**src/rtl/spi_flash_ctl.sv**
```systemverilog
module spi_flash_ctl #(
  parameter int ERASE_CYCLES = 2000
) (
  input  logic clk,
  input  logic rst_n,
  input  logic spi_sck,
  input  logic spi_cs_n,
  input  logic spi_mosi,
  output logic spi_miso,
  output logic spi_miso_oe,
  output logic erase_pulse
);
  localparam int CW = $clog2(ERASE_CYCLES + 1);
  localparam logic [7:0] OP_WREN = 8'h06, OP_WRDI = 8'h04, OP_ARM = 8'h50,
                         OP_WRSR = 8'h01, OP_RD0 = 8'h05, OP_RD1 = 8'h35,
                         OP_ER0 = 8'h60, OP_ER1 = 8'hC7;

  logic [1:0] sck_sy, cs_sy, mosi_sy;
  logic sck_d, cs_d;
  wire sck_s  = sck_sy[1];
  wire cs_s   = cs_sy[1];
  wire mosi_s = mosi_sy[1];

  always_ff @(posedge clk or negedge rst_n)
    if (!rst_n) begin
      sck_sy <= '0; cs_sy <= '1; mosi_sy <= '0; sck_d <= 1'b0; cs_d <= 1'b1;
    end else begin
      sck_sy <= {sck_sy[0], spi_sck};
      cs_sy <= {cs_sy[0], spi_cs_n};
      mosi_sy <= {mosi_sy[0], spi_mosi};
      sck_d <= sck_s;
      cs_d <= cs_s;
    end

  wire sck_rise = sck_s & ~sck_d & ~cs_s;
  wire sck_fall = ~sck_s & sck_d & ~cs_s;
  wire cs_rise  = cs_s & ~cs_d;

  logic [15:0] shreg;
  logic [4:0]  bcnt;
  always_ff @(posedge clk or negedge rst_n)
    if (!rst_n) begin
      shreg <= '0; bcnt <= '0;
    end else if (cs_s) begin
      bcnt <= '0;
    end else if (sck_rise) begin
      shreg <= {shreg[14:0], mosi_s};
      if (bcnt != 5'd31) bcnt <= bcnt + 5'd1;
    end

  logic busy, wel, aai, arm;
  logic [3:0] prot;
  logic [CW-1:0] ecnt;
  wire [7:0] status = {1'b0, aai, prot, wel, busy};

  wire is8 = (bcnt == 5'd8);
  wire is16 = (bcnt == 5'd16);
  wire [7:0] op8 = shreg[7:0];
  wire [7:0] op16 = shreg[15:8];
  wire [7:0] dat = shreg[7:0];
  wire cmd_ok = cs_rise & ~busy;

  wire do_wren  = cmd_ok & is8 & (op8 == OP_WREN);
  wire do_wrdi  = cmd_ok & is8 & (op8 == OP_WRDI);
  wire do_erase = cmd_ok & is8 & ((op8 == OP_ER0) | (op8 == OP_ER1)) & wel & (prot == 4'd0);
  wire do_wrsr  = cmd_ok & is16 & (op16 == OP_WRSR) & arm;
  wire erase_done = busy & (ecnt == CW'(1));

  always_ff @(posedge clk or negedge rst_n)
    if (!rst_n) begin
      busy <= 1'b0; wel <= 1'b0; aai <= 1'b0; arm <= 1'b0;
      prot <= '0; ecnt <= '0; erase_pulse <= 1'b0;
    end else begin
      erase_pulse <= do_erase;
      if (cs_rise && bcnt != 5'd0)
        arm <= is8 & ~busy & ((op8 == OP_ARM) | (op8 == OP_WREN));
      if (do_erase) begin
        busy <= 1'b1;
        ecnt <= CW'(ERASE_CYCLES);
      end else if (busy) begin
        ecnt <= ecnt - CW'(1);
        if (erase_done) busy <= 1'b0;
      end
      if (erase_done || do_wrdi || do_wrsr) wel <= 1'b0;
      else if (do_wren) wel <= 1'b1;
      if (do_wrdi) aai <= 1'b0;
      else if (do_wrsr) aai <= dat[6];
      if (do_wrsr) prot <= dat[5:2];
    end

  logic rd_active, miso_q, oe_q;
  logic [2:0] bidx;
  logic [7:0] snap;
  wire [7:0] next_op = {shreg[6:0], mosi_s};
  wire rd_go = sck_rise & (bcnt == 5'd7) & ((next_op == OP_RD0) | (next_op == OP_RD1));

  always_ff @(posedge clk or negedge rst_n)
    if (!rst_n) begin
      rd_active <= 1'b0; miso_q <= 1'b0; oe_q <= 1'b0; bidx <= '0; snap <= '0;
    end else if (cs_s) begin
      rd_active <= 1'b0; oe_q <= 1'b0; bidx <= '0;
    end else begin
      if (rd_go) rd_active <= 1'b1;
      if (sck_fall && rd_active) begin
        oe_q <= 1'b1;
        bidx <= bidx + 3'd1;
        if (bidx == 3'd0) begin
          miso_q <= status[7];
          snap <= {status[6:0], 1'b0};
        end else begin
          miso_q <= snap[7];
          snap <= {snap[6:0], 1'b0};
        end
      end
    end

  assign spi_miso = miso_q;
  assign spi_miso_oe = oe_q;
endmodule


```
**config.mk**
```make
export PLATFORM = sky130hd
export DESIGN_NAME = spi_flash_ctl
export DESIGN_NICKNAME = d
export VERILOG_FILES = /design/src/rtl/spi_flash_ctl.sv
export SDC_FILE = /design/constraint.sdc
export NUM_CORES = 1
export LEC_CHECK = 0
export BUFFER_PORTS_ARGS = -buffer_cell sky130_fd_sc_hd__buf_2
export CAP_MARGIN = 5
export CELL_PAD_IN_SITES_DETAIL_PLACEMENT = 1
export CELL_PAD_IN_SITES_GLOBAL_PLACEMENT = 1
export CORE_ASPECT_RATIO = 1.4
export CORE_UTILIZATION = 40
export DETAILED_ROUTE_END_ITERATION = 7
export PLACE_DENSITY = 0.64
export REMOVE_ABC_BUFFERS = 1
export SLEW_MARGIN = 10
export SYNTH_ARGS = -nofsm -noshare
export SYNTH_HDL_FRONTEND = slang
export SYNTH_SLANG_ARGS = --single-unit
```
**constraint.sdc**
```tcl
create_clock -name clk -period 2.5 [get_ports clk]
set_clock_uncertainty 0.15 [all_clocks]
set_input_delay 0.125 -clock clk [delete_from_list [all_inputs] [get_ports clk]]
set_output_delay 0.125 -clock clk [all_outputs]
set_load 0.02 [all_outputs]
```
==> results of run 1 <==
==> routing by layer <==
metal  global-route usage [%]  share of wire [%]  wire length [um]  vias to the layer above
met1                     22.0                 44              2470                      934
met5                        0                  0                 0                        -
met2                     31.0                 53              2980                       10
li1                         -                  -                 -                      874
met4                     9.50                2.0               111                        0
met3                     3.00                1.2                66                        9
==> final cells by class <==
| class | instances | area (um2) |
|---|---|---|
| clock buffers | 15 | 176 |
| repair buffers | 19 | 148 |
| fillers | 754 | 3450 |
| inverters | 10 | 37.5 |
| clock inverters | 1 | 5.00 |
| well taps | 92 | 115 |
| multi-input cells | 157 | 1170 |
| flip-flops and latches | 62 | 1560 |
==> critical path: stages (launching register included) <==
cell,delay (ns)
dfrtp_1,0.44
or4_1,0.57
mux2_4,0.29
or3_1,0.53
o21ai_2,0.10
==> sequential cells by signal (all words and copies together) (netlist names) <==
signal,count
spi_miso,1
cs_d,1
wel,1
cs_sy,2
bcnt,5
ecnt,11
snap,7
aai,1
sck_d,1
arm,1
shreg,16
erase_pulse,1
bidx,3
prot,4
mosi_sy,2
rd_active,1
busy,1
sck_sy,2
spi_miso_oe,1
==> Yosys cell counts (all sizes together), types with 2 or more instances <==
master | count | area share [%]
nor2 | 21 | 2.8
or3 | 2 | 0.45
or4 | 5 | 1.3
nand2 | 18 | 3.0
nor4 | 2 | 0.45
ha | 7 | 3.1
a21oi | 8 | 1.4
o21ai | 6 | 1.2
nor2b | 2 | 0.45
dfrtp | 59 | 53
dfstp | 3 | 2.8
inv | 10 | 1.3
mux2i | 7 | 2.5
xnor2 | 7 | 2.2
and3 | 2 | 0.45
mux2 | 22 | 9.0
nor3b | 4 | 1.1
nand2b | 4 | 0.90
nor4bb | 2 | 0.72
nor4b | 6 | 1.9
nor3 | 6 | 1.3
o31ai | 2 | 0.54
clkbuf | 8 | 1.1
xor2 | 8 | 2.5
nand4 | 6 | 1.3
nand3 | 2 | 0.36
==> repair_timing <==
action,4_1_cts,5_1_grt
endpoints found under the setup margin,0,0
endpoints found under the hold margin,32,0
hold buffers,4,0
==> worst paths after layout <==
check	end	slack [ns]	cells past startpoint
setup / recovery	busy$_DFF_PN0_	0.35	4
hold / removal	sck_sy[1]$_DFF_PN0_	0.20	0
setup reg to reg	busy$_DFF_PN0_	0.35	4
hold reg to reg	sck_sy[1]$_DFF_PN0_	0.20	0
max in group asynchronous	prot[0]$_DFFE_PN0P_	1.28	3
min in group asynchronous	ecnt[1]$_DFFE_PN0P_	0.26	2
==> logic make-up (layout without fill, tap and decap cells) <==
family / count (synthesis) / after routing
xor+xnor: 15 / 15
mux: 29 / 29
flops: 62 / 62
compound gates: 19 / 19
buf+inv: 19 / 45
fa+ha+maj: 7 / 7
simple gates: 87 / 87
==> power by group <==
| group | switching [uW] | leakage (uW) | internal, uW |
|---|---|---|---|
| clock | 360 | 0.0000937 | 441 |
| sequential | 95.2 | 0.000832 | 1070 |
| combinational | 101 | 0.000544 | 116 |
==> stage by stage <==
step	instances	power [uW]	hold slack, ns
3_5_place_dp	336	1410	0.0811
2_1_floorplan	229	1290	-0.321
5_1_grt	356	2300	0.213
6_report	356	2180	0.204
4_1_cts	356	2230	0.201
3_3_place_gp	336	1400	0.0806
==> out/metrics.yaml, run 1 <==
place:
  place_ws_ns: 0.322
  place.port_buffers: 7
  routabilityCongestion: 0.786
  dpl.hpwl_um: 3960
  placed_cell_area_um2: 2980
clock_tree:
  cts.clk_slew.worst_paths_ns: 0.06
  cts_sinks: 62
  cts_inserted_buffers: 9
  htree_num_levels: 3
  clk_latency_ns: 0.33
  cts_tree: "built"
  cts_root_buffer: "clkbuf_8"
  cts.path.max_buffers: 2
  cts_setup_buffers: 0
  cts_resized: 0
timing:
  fmax_ghz: 0.464
  rsz0062_at_grt: "no"
  min_period_over_period_pct: 86.1
  hold_violations: 0
  setup_ws_ns: 0.346
  worstMarginPinSlew_ns: 0.798
  slew_headroom_pct: 46.8
  slew_violations: 0
  post-route-min-period_ns: 2.15
  tns_ns: 0
  setup_viol: 0
logic_synthesis:
  synth-xor-area-share_pct: 4.71
  mappedNetlistArea_um2: 2790
  seq_area_frac_synth_pct: 55.8
  synth_ff_type: "dfrtp_1"
  synth-edff-count: 0
  ys_ff_latch: 62
  synth_cells: 238
  synthMuxAreaShare_pct: 11.5
  synth_compound_area_share_pct: 3.99
  synth_top_family_by_area: "simple AND/OR/NAND/NOR gates"
  async_reset_ff_share_pct: 100
  ys_types: 41
  synth_area_per_cell_um2: 11.7
  yosysWarnings: 0
  synth_fa_ha_area_share_pct: 3.14
  synth-simple-area-share_pct: 18.0
critical_path:
  crit_start: "shreg[1]$_DFFE_PN0P_"
  cp.required_ns: 2.61
  cp.arrival_ns: 2.26
  timing.rr.start: "shreg[1]$_DFFE_PN0P_"
  path_class: "reg2reg"
  worstSetupStartpointType: "flip-flop"
  end_kind: "flip-flop"
  worst-path-max-fanout: 7
grt:
  grt_max_degree: 34
  grt.total_usage_pct: 18.2
  grt_pass1_vias: 2032
  antenna_found_initial: 0
  grt_first_pass_wirelength_um: 10000
  grt_overflow: 0
routing:
  ant_nets: 0
  first_pass_iters: 4
  detail_route.vias_per_cell: 5.13
  drt_iter0_markers: 98
  post_drt_wl_per_cell_um: 15.8
  vias: 1827
  routed_wl_um: 5630
  remaining_drc_errors: 0
floorplanning:
  die_w_um: 72.6
  num_rows: 35
  ios: 8
  start_util_pct: 41.9
  dieHeight_um: 101
  core_um2: 6660
  dieArea_um2: 7320
finish:
  final_area_um2: 3200
  final_cell_mix: "dfrtp_1 (59), nor2_1 (21), mux2_2 (15), nand2_1 (12), clkbuf_8 (12)"
  layout.nets: 271
  final_layout_size_suffix_gt1_share_pct: 21.6
  utilization_pct: 48.1
  final_common_cell: "dfrtp_1"
  area.growth.synth_to_final_pct: 14.8
  antenna_cells: 0
pwr:
  power.leakage_uw: 0.00147
  ir_drop_uv: 342
  power_density_nw_per_um2: 682
run_status:
  status: "completed"
flow_run:
  max_cap_viol_count: 0
worst_hold_path:
  hold_path.class: "reg2reg"
  worstHoldStart: "sck_sy[0]$_DFF_PN0_"
Note: power is estimated with default switching activity, not from simulation.
==> run 2: changes to the inputs <==
--- a/config.mk
+++ b/config.mk
@@ -7,14 +7,14 @@
 export LEC_CHECK = 0
 export BUFFER_PORTS_ARGS = -buffer_cell sky130_fd_sc_hd__buf_2
 export CAP_MARGIN = 5
-export CELL_PAD_IN_SITES_DETAIL_PLACEMENT = 1
+export CELL_PAD_IN_SITES_DETAIL_PLACEMENT = 0
 export CELL_PAD_IN_SITES_GLOBAL_PLACEMENT = 1
 export CORE_ASPECT_RATIO = 1.4
 export CORE_UTILIZATION = 40
 export DETAILED_ROUTE_END_ITERATION = 7
 export PLACE_DENSITY = 0.64
 export REMOVE_ABC_BUFFERS = 1
-export SLEW_MARGIN = 10
+export SLEW_MARGIN = 20
 export SYNTH_ARGS = -nofsm -noshare
 export SYNTH_HDL_FRONTEND = slang
 export SYNTH_SLANG_ARGS = --single-unit
==> run 2 against run 1 <==
Net effect: setup slack lost 0.0031 ns; total power up 3.6%; largest cell class unchanged; cell count unchanged; flip-flop and latch count unchanged; sequential power about the same; largest power group unchanged.
==> out/metrics.yaml, run 2 (synthesis gave the netlist of run 1 again) <==
run_status:
  status: "completed"  # unchanged
critical_path:
  timing.rr.start: "shreg[1]$_DFFE_PN0P_"  # unchanged
  worst-path-max-fanout: 7  # unchanged
  crit_start: "shreg[1]$_DFFE_PN0P_"  # unchanged
  cp.required_ns: 2.60  # was 2.61 ns
  worstSetupStartpointType: "flip-flop"  # unchanged
  cp.arrival_ns: 2.26  # about the same
  path_class: "reg2reg"  # unchanged
  end_kind: "flip-flop"  # unchanged
finish:
  layout.nets: 271  # unchanged
  final_cell_mix: "dfrtp_1 (59), nor2_1 (21), mux2_2 (15), nand2_1 (12), clkbuf_8 (11)"  # was dfrtp_1 (59), nor2_1 (21), mux2_2 (15), nand2_1 (12), clkbuf_8 (12)
  reg_top3: "shreg x16, ecnt x11, snap x7"  # unchanged
  largest_reg_flops: 16  # unchanged
  regMostFlops: "shreg"  # unchanged
  antenna_cells: 0  # unchanged
  final_area_um2: 3220  # was 3200 um2
  final_layout_size_suffix_gt1_share_pct: 22.3  # was 21.6%
  final_common_cell: "dfrtp_1"  # unchanged
  area.growth.synth_to_final_pct: 15.5  # was 14.8%
routing:
  detail_route.vias_per_cell: 5.03  # was 5.13
  remaining_drc_errors: 0  # unchanged
  first_pass_iters: 5  # was 4
  vias: 1789  # was 1,827
  routed_wl_um: 5250  # was 5630 um
  post_drt_wl_per_cell_um: 14.7  # was 15.8 um
  ant_nets: 0  # unchanged
  drt_iter0_markers: 47  # was 98
clock_tree:
  cts_sinks: 62  # unchanged
  cts_setup_buffers: 0  # unchanged
  htree_num_levels: 3  # unchanged
  cts.path.max_buffers: 2  # unchanged
  cts_resized: 0  # unchanged
  cts_root_buffer: "clkbuf_8"  # unchanged
  cts.clk_slew.worst_paths_ns: 0.07  # was 0.06 ns
  clk_latency_ns: 0.33  # about the same
  ctsHoldBuffers: 4  # unchanged
  cts_inserted_buffers: 9  # unchanged
  cts_tree: "built"  # unchanged
floorplanning:
  start_util_pct: 41.9  # unchanged
  ios: 8  # unchanged
  num_rows: 35  # unchanged
  dieArea_um2: 7320  # unchanged
  die_w_um: 72.6  # unchanged
  core_um2: 6660  # unchanged
  dieHeight_um: 101  # unchanged
pwr:
  ir_drop_uv: 383  # was 342 uV
  power_density_nw_per_um2: 702  # was 682 nW/um2
  power.leakage_uw: 0.00148  # was 0.00147 uW
timing:
  min_period_over_period_pct: 86.3  # was 86.1%
  worstMarginPinSlew_ns: 0.792  # was 0.798 ns
  holdWs_ns: 0.202  # was 0.204 ns
  setup_ws_ns: 0.343  # was 0.346 ns
  fmax_ghz: 0.464  # about the same
  post-route-min-period_ns: 2.16  # was 2.15 ns
  setup_viol: 0  # unchanged
  rsz0062_at_grt: "no"  # unchanged
  slew_violations: 0  # unchanged
  tns_ns: 0  # unchanged
  hold_violations: 0  # unchanged
  slew_headroom_pct: 47.2  # was 46.8%
grt:
  grt_overflow: 0  # unchanged
  grt_pass1_vias: 1867  # was 2,032
  grt.total_usage_pct: 16.8  # was 18.2%
  grt_max_degree: 34  # unchanged
  grt_first_pass_wirelength_um: 9180  # was 10,000 um
  antenna_found_initial: 0  # unchanged
place:
  place_ws_ns: 0.324  # was 0.322 ns
  routabilityCongestion: 0.786  # unchanged
  dpl.hpwl_um: 3660  # was 3960 um
  place.port_buffers: 7  # unchanged
  placed_cell_area_um2: 2980  # unchanged
flow_run:
  max_cap_viol_count: 0  # unchanged
worst_hold_path:
  worstHoldStart: "mosi_sy[0]$_DFF_PN0_"  # was sck_sy[0]$_DFF_PN0_
  hold_path.class: "reg2reg"  # unchanged
[run 2: cell types whose count changed in the layout (fill, tap and decap cells not counted), sizes merged]
cell / delta
clkbuf: -3
clkinv: +2
bufinv: +1
[run 2: worst paths after layout]
check / endpoint / slack, ns / cells after the start
min in group asynchronous: ecnt[3]$_DFFE_PN0P_ / 0.26 / 2
max in group asynchronous: prot[0]$_DFFE_PN0P_ / 1.28 / 3
worst min register to register: mosi_sy[1]$_DFF_PN0_ / 0.20 / 0
worst max-delay path: busy$_DFF_PN0_ / 0.34 / 4
worst min-delay path: mosi_sy[1]$_DFF_PN0_ / 0.20 / 0
worst max register to register: busy$_DFF_PN0_ / 0.34 / 4
[run 2: per-layer routing]
metal  vias up  GRT usage [%]  share of wire (%)
met1       885           21.5                 46
met4         0           8.75                2.6
met3        14           3.20                1.7
met2        18           26.7                 49
met5         -              0                  0
li1        872              -                  -
[run 2: power by group]
group / switching (uW) / total, uW / leakage, uW / internal, uW
registers: 94.3 / 1170 / 0.000832 / 1070
clock network: 373 / 883 / 0.000106 / 510
logic: 97.6 / 214 / 0.000544 / 116
total: 565 / 2260 / 0.00148 / 1700
[run 2: critical path, cell delays in order, from the launching register on]
cell and delay (ns):
dfrtp_1 0.44, or4_1 0.56, mux2_4 0.28, or3_1 0.53, o21ai_2 0.12
[run 2: cell type report]
| type | count | area [um2] |
|---|---|---|
| flip-flops and latches | 62 | 1560 |
| clock buffers | 12 | 155 |
| well taps | 92 | 115 |
| inverters | 10 | 37.5 |
| fillers | 636 | 3430 |
| multi-input cells | 157 | 1170 |
| clock inverters | 4 | 45.0 |
| repair buffers | 19 | 148 |
[run 2: metrics by stage]
stage               power, uW  instances  utilization, %
floorplan                1290        229               -
global placement         1400        336            44.8
detailed placement       1400        336            44.8
CTS                      2300        356            48.4
global route             2380        356            48.4
finish                   2260        356            48.4
==> run 3: changes to the inputs <==
--- a/config.mk
+++ b/config.mk
@@ -11,6 +11,7 @@
 export CELL_PAD_IN_SITES_GLOBAL_PLACEMENT = 1
 export CORE_ASPECT_RATIO = 1.4
 export CORE_UTILIZATION = 40
+export CTS_BUF_LIST = sky130_fd_sc_hd__clkbuf_2 sky130_fd_sc_hd__clkbuf_4 sky130_fd_sc_hd__clkbuf_8
 export DETAILED_ROUTE_END_ITERATION = 7
 export PLACE_DENSITY = 0.64
 export REMOVE_ABC_BUFFERS = 1
==> run 3 against run 2 <==
Net effect: maximum frequency increased by 0.23%; cell count unchanged; count of clock-buffer cells in the layout unchanged; utilization increased by 0.056 points; clock power up 1%; largest cell class unchanged; largest power group unchanged.
==> out/metrics.yaml, run 3 (synthesis gave the netlist of run 1 again) <==
place:
  place_ws_ns: 0.324  # unchanged
  dpl.hpwl_um: 3660  # unchanged
  routabilityCongestion: 0.786  # unchanged
  place.port_buffers: 7  # unchanged
  placed_cell_area_um2: 2980  # unchanged
critical_path:
  cp.arrival_ns: 2.25  # was 2.26 ns
  end_kind: "flip-flop"  # unchanged
  timing.rr.start: "shreg[1]$_DFFE_PN0P_"  # unchanged
  path_class: "reg2reg"  # unchanged
  reg2reg_slack_ns: 0.35  # was 0.34 ns
  worstSetupStartpointType: "flip-flop"  # unchanged
  reg2reg_to: "busy$_DFF_PN0_"  # unchanged
  worst-path-max-fanout: 7  # unchanged
  ff2ff_path_depth: 4  # unchanged
  cp.required_ns: 2.60  # about the same
routing:
  ant_nets: 0  # unchanged
  post_drt_wl_per_cell_um: 14.7  # about the same
  vias: 1797  # was 1,789
  drt_iter0_markers: 61  # was 47
  first_pass_iters: 4  # was 5
  detail_route.vias_per_cell: 5.05  # was 5.03
  routed_wl_um: 5250  # about the same
  remaining_drc_errors: 0  # unchanged
pwr:
  seq_power_share_pct: 51.2  # was 51.5%
  switchingPower_uw: 567  # was 565 uW
  power_switching_share_pct: 24.9  # was 25.0%
  ir_drop_uv: 383  # about the same
  power.leakage_uw: 0.00149  # was 0.00148 uW
  internal_power_uw: 1710  # was 1700 uW
  power_density_nw_per_um2: 706  # was 702 nW/um2
  comb_power_share_pct: 9.4  # about the same
  clkPwrFrac_pct: 39.4  # was 39.0%
finish:
  regMostFlops: "shreg"  # unchanged
  antenna_cells: 0  # unchanged
  largest_reg_flops: 16  # unchanged
  reg_top3: "shreg x16, ecnt x11, snap x7"  # unchanged
  layout.nets: 271  # unchanged
  final_cell_mix: "dfrtp_1 (59), nor2_1 (21), mux2_2 (15), nand2_1 (12), clkbuf_8 (11)"  # unchanged
  final_area_um2: 3230  # was 3220 um2
  area.growth.synth_to_final_pct: 15.7  # was 15.5%
  final_common_cell: "dfrtp_1"  # unchanged
  final_layout_size_suffix_gt1_share_pct: 22.7  # was 22.3%
floorplanning:
  die_w_um: 72.6  # unchanged
  num_rows: 35  # unchanged
  dieHeight_um: 101  # unchanged
  start_util_pct: 41.9  # unchanged
  dieArea_um2: 7320  # unchanged
  core_um2: 6660  # unchanged
  ios: 8  # unchanged
clock_tree:
  cts_sinks: 62  # unchanged
  htree_num_levels: 3  # unchanged
  cts_inserted_buffers: 9  # unchanged
  clk_latency_ns: 0.33  # about the same
  cts_resized: 0  # unchanged
  cts_root_buffer: "clkbuf_8"  # unchanged
  cts_tree: "built"  # unchanged
  cts.clk_slew.worst_paths_ns: 0.07  # about the same
  cts.path.max_buffers: 2  # unchanged
worst_hold_path:
  hold_path_depth: 0  # unchanged
  worstHoldStart: "mosi_sy[0]$_DFF_PN0_"  # unchanged
  hold_path.class: "reg2reg"  # unchanged
  min_to: "mosi_sy[1]$_DFF_PN0_"  # unchanged
timing:
  fmax_ghz: 0.465  # was 0.464 GHz
  slew_violations: 0  # unchanged
  tns_ns: 0  # unchanged
  hold_violations: 0  # unchanged
  setup_ws_ns: 0.348  # was 0.343 ns
  slew_headroom_pct: 47.2  # about the same
  rsz0062_at_grt: "no"  # unchanged
  min_period_over_period_pct: 86.1  # was 86.3%
  post-route-min-period_ns: 2.15  # was 2.16 ns
  worstMarginPinSlew_ns: 0.793  # was 0.792 ns
  setup_viol: 0  # unchanged
grt:
  grt_overflow: 0  # unchanged
  grt_max_degree: 34  # unchanged
  grt_first_pass_wirelength_um: 9180  # about the same
  grt.total_usage_pct: 16.7  # was 16.8%
  antenna_found_initial: 0  # unchanged
  grt_pass1_vias: 1863  # was 1,867
flow_run:
  max_cap_viol_count: 0  # unchanged
run_status:
  status: "completed"  # unchanged
## run 3: cell counts in the layout (fill, tap and decap cells not counted)
Identical to the previous run, type by type.
## run 3: timing repair
item,in CTS,in global routing
hold buffers,4,0
endpoints found under the hold margin,32,0
buffers inserted,0,0
## run 3: how the worst max path moves through the flow
stage / start / to / slack (ns)
after floorplan: cs_sy[1]$_DFF_PN1_ / shreg[0]$_DFFE_PN0P_ / 0.06
after global routing: bcnt[0]$_DFFE_PN0P_ / ecnt[0]$_DFFE_PN0P_ / 0.18
final: shreg[1]$_DFFE_PN0P_ / busy$_DFF_PN0_ / 0.35
after global placement: bcnt[0]$_DFFE_PN0P_ / ecnt[1]$_DFFE_PN0P_ / 0.35
after detailed placement: bcnt[0]$_DFFE_PN0P_ / ecnt[0]$_DFFE_PN0P_ / 0.32
after CTS: bcnt[0]$_DFFE_PN0P_ / ecnt[0]$_DFFE_PN0P_ / 0.32
## run 3: per-layer routing
metal  track usage, %  vias up  wire (um)
met4             8.75        0        132
met2             26.5       22       2570
met5                0        -          0
met1             21.6      891       2440
li1                 -      873          -
met3             3.20       11        103
## run 3: per-stage QoR
step           cells  utilization (%)  total power (uW)  hold WS (ns)
6_report         356             48.5              2280         0.203
5_1_grt          356             48.5              2390         0.211
4_1_cts          356             48.5              2310         0.205
3_5_place_dp     336             44.8              1400        0.0811
3_3_place_gp     336             44.8              1400        0.0806
2_1_floorplan    229                -              1290        -0.321
## run 3: layout make-up
type | instances | area (um2)
clock buffers | 12 | 159
clock inverters | 4 | 45.0
fillers | 632 | 3430
inverters | 10 | 37.5
multi-input cells | 157 | 1170
flip-flops and latches | 62 | 1560
well taps | 92 | 115
repair buffers | 19 | 148
## run 3: power groups by stage
| stage | Clock [uW] | Combinational, uW | Sequential [uW] |
|---|---|---|---|
| final | 896 | 214 | 1170 |
| after global routing | 965 | 243 | 1180 |
| after CTS | 928 | 218 | 1170 |
| after detailed placement | 0 | 213 | 1190 |
| after global placement | 0 | 212 | 1190 |
| after floorplan | 0 | 138 | 1150 |
## run 3: worst max-delay path, stage by stage, from the launching register on
cell	delay (ns)
dfrtp_1	0.44
or4_1	0.56
mux2_4	0.28
or3_1	0.52
o21ai_2	0.12
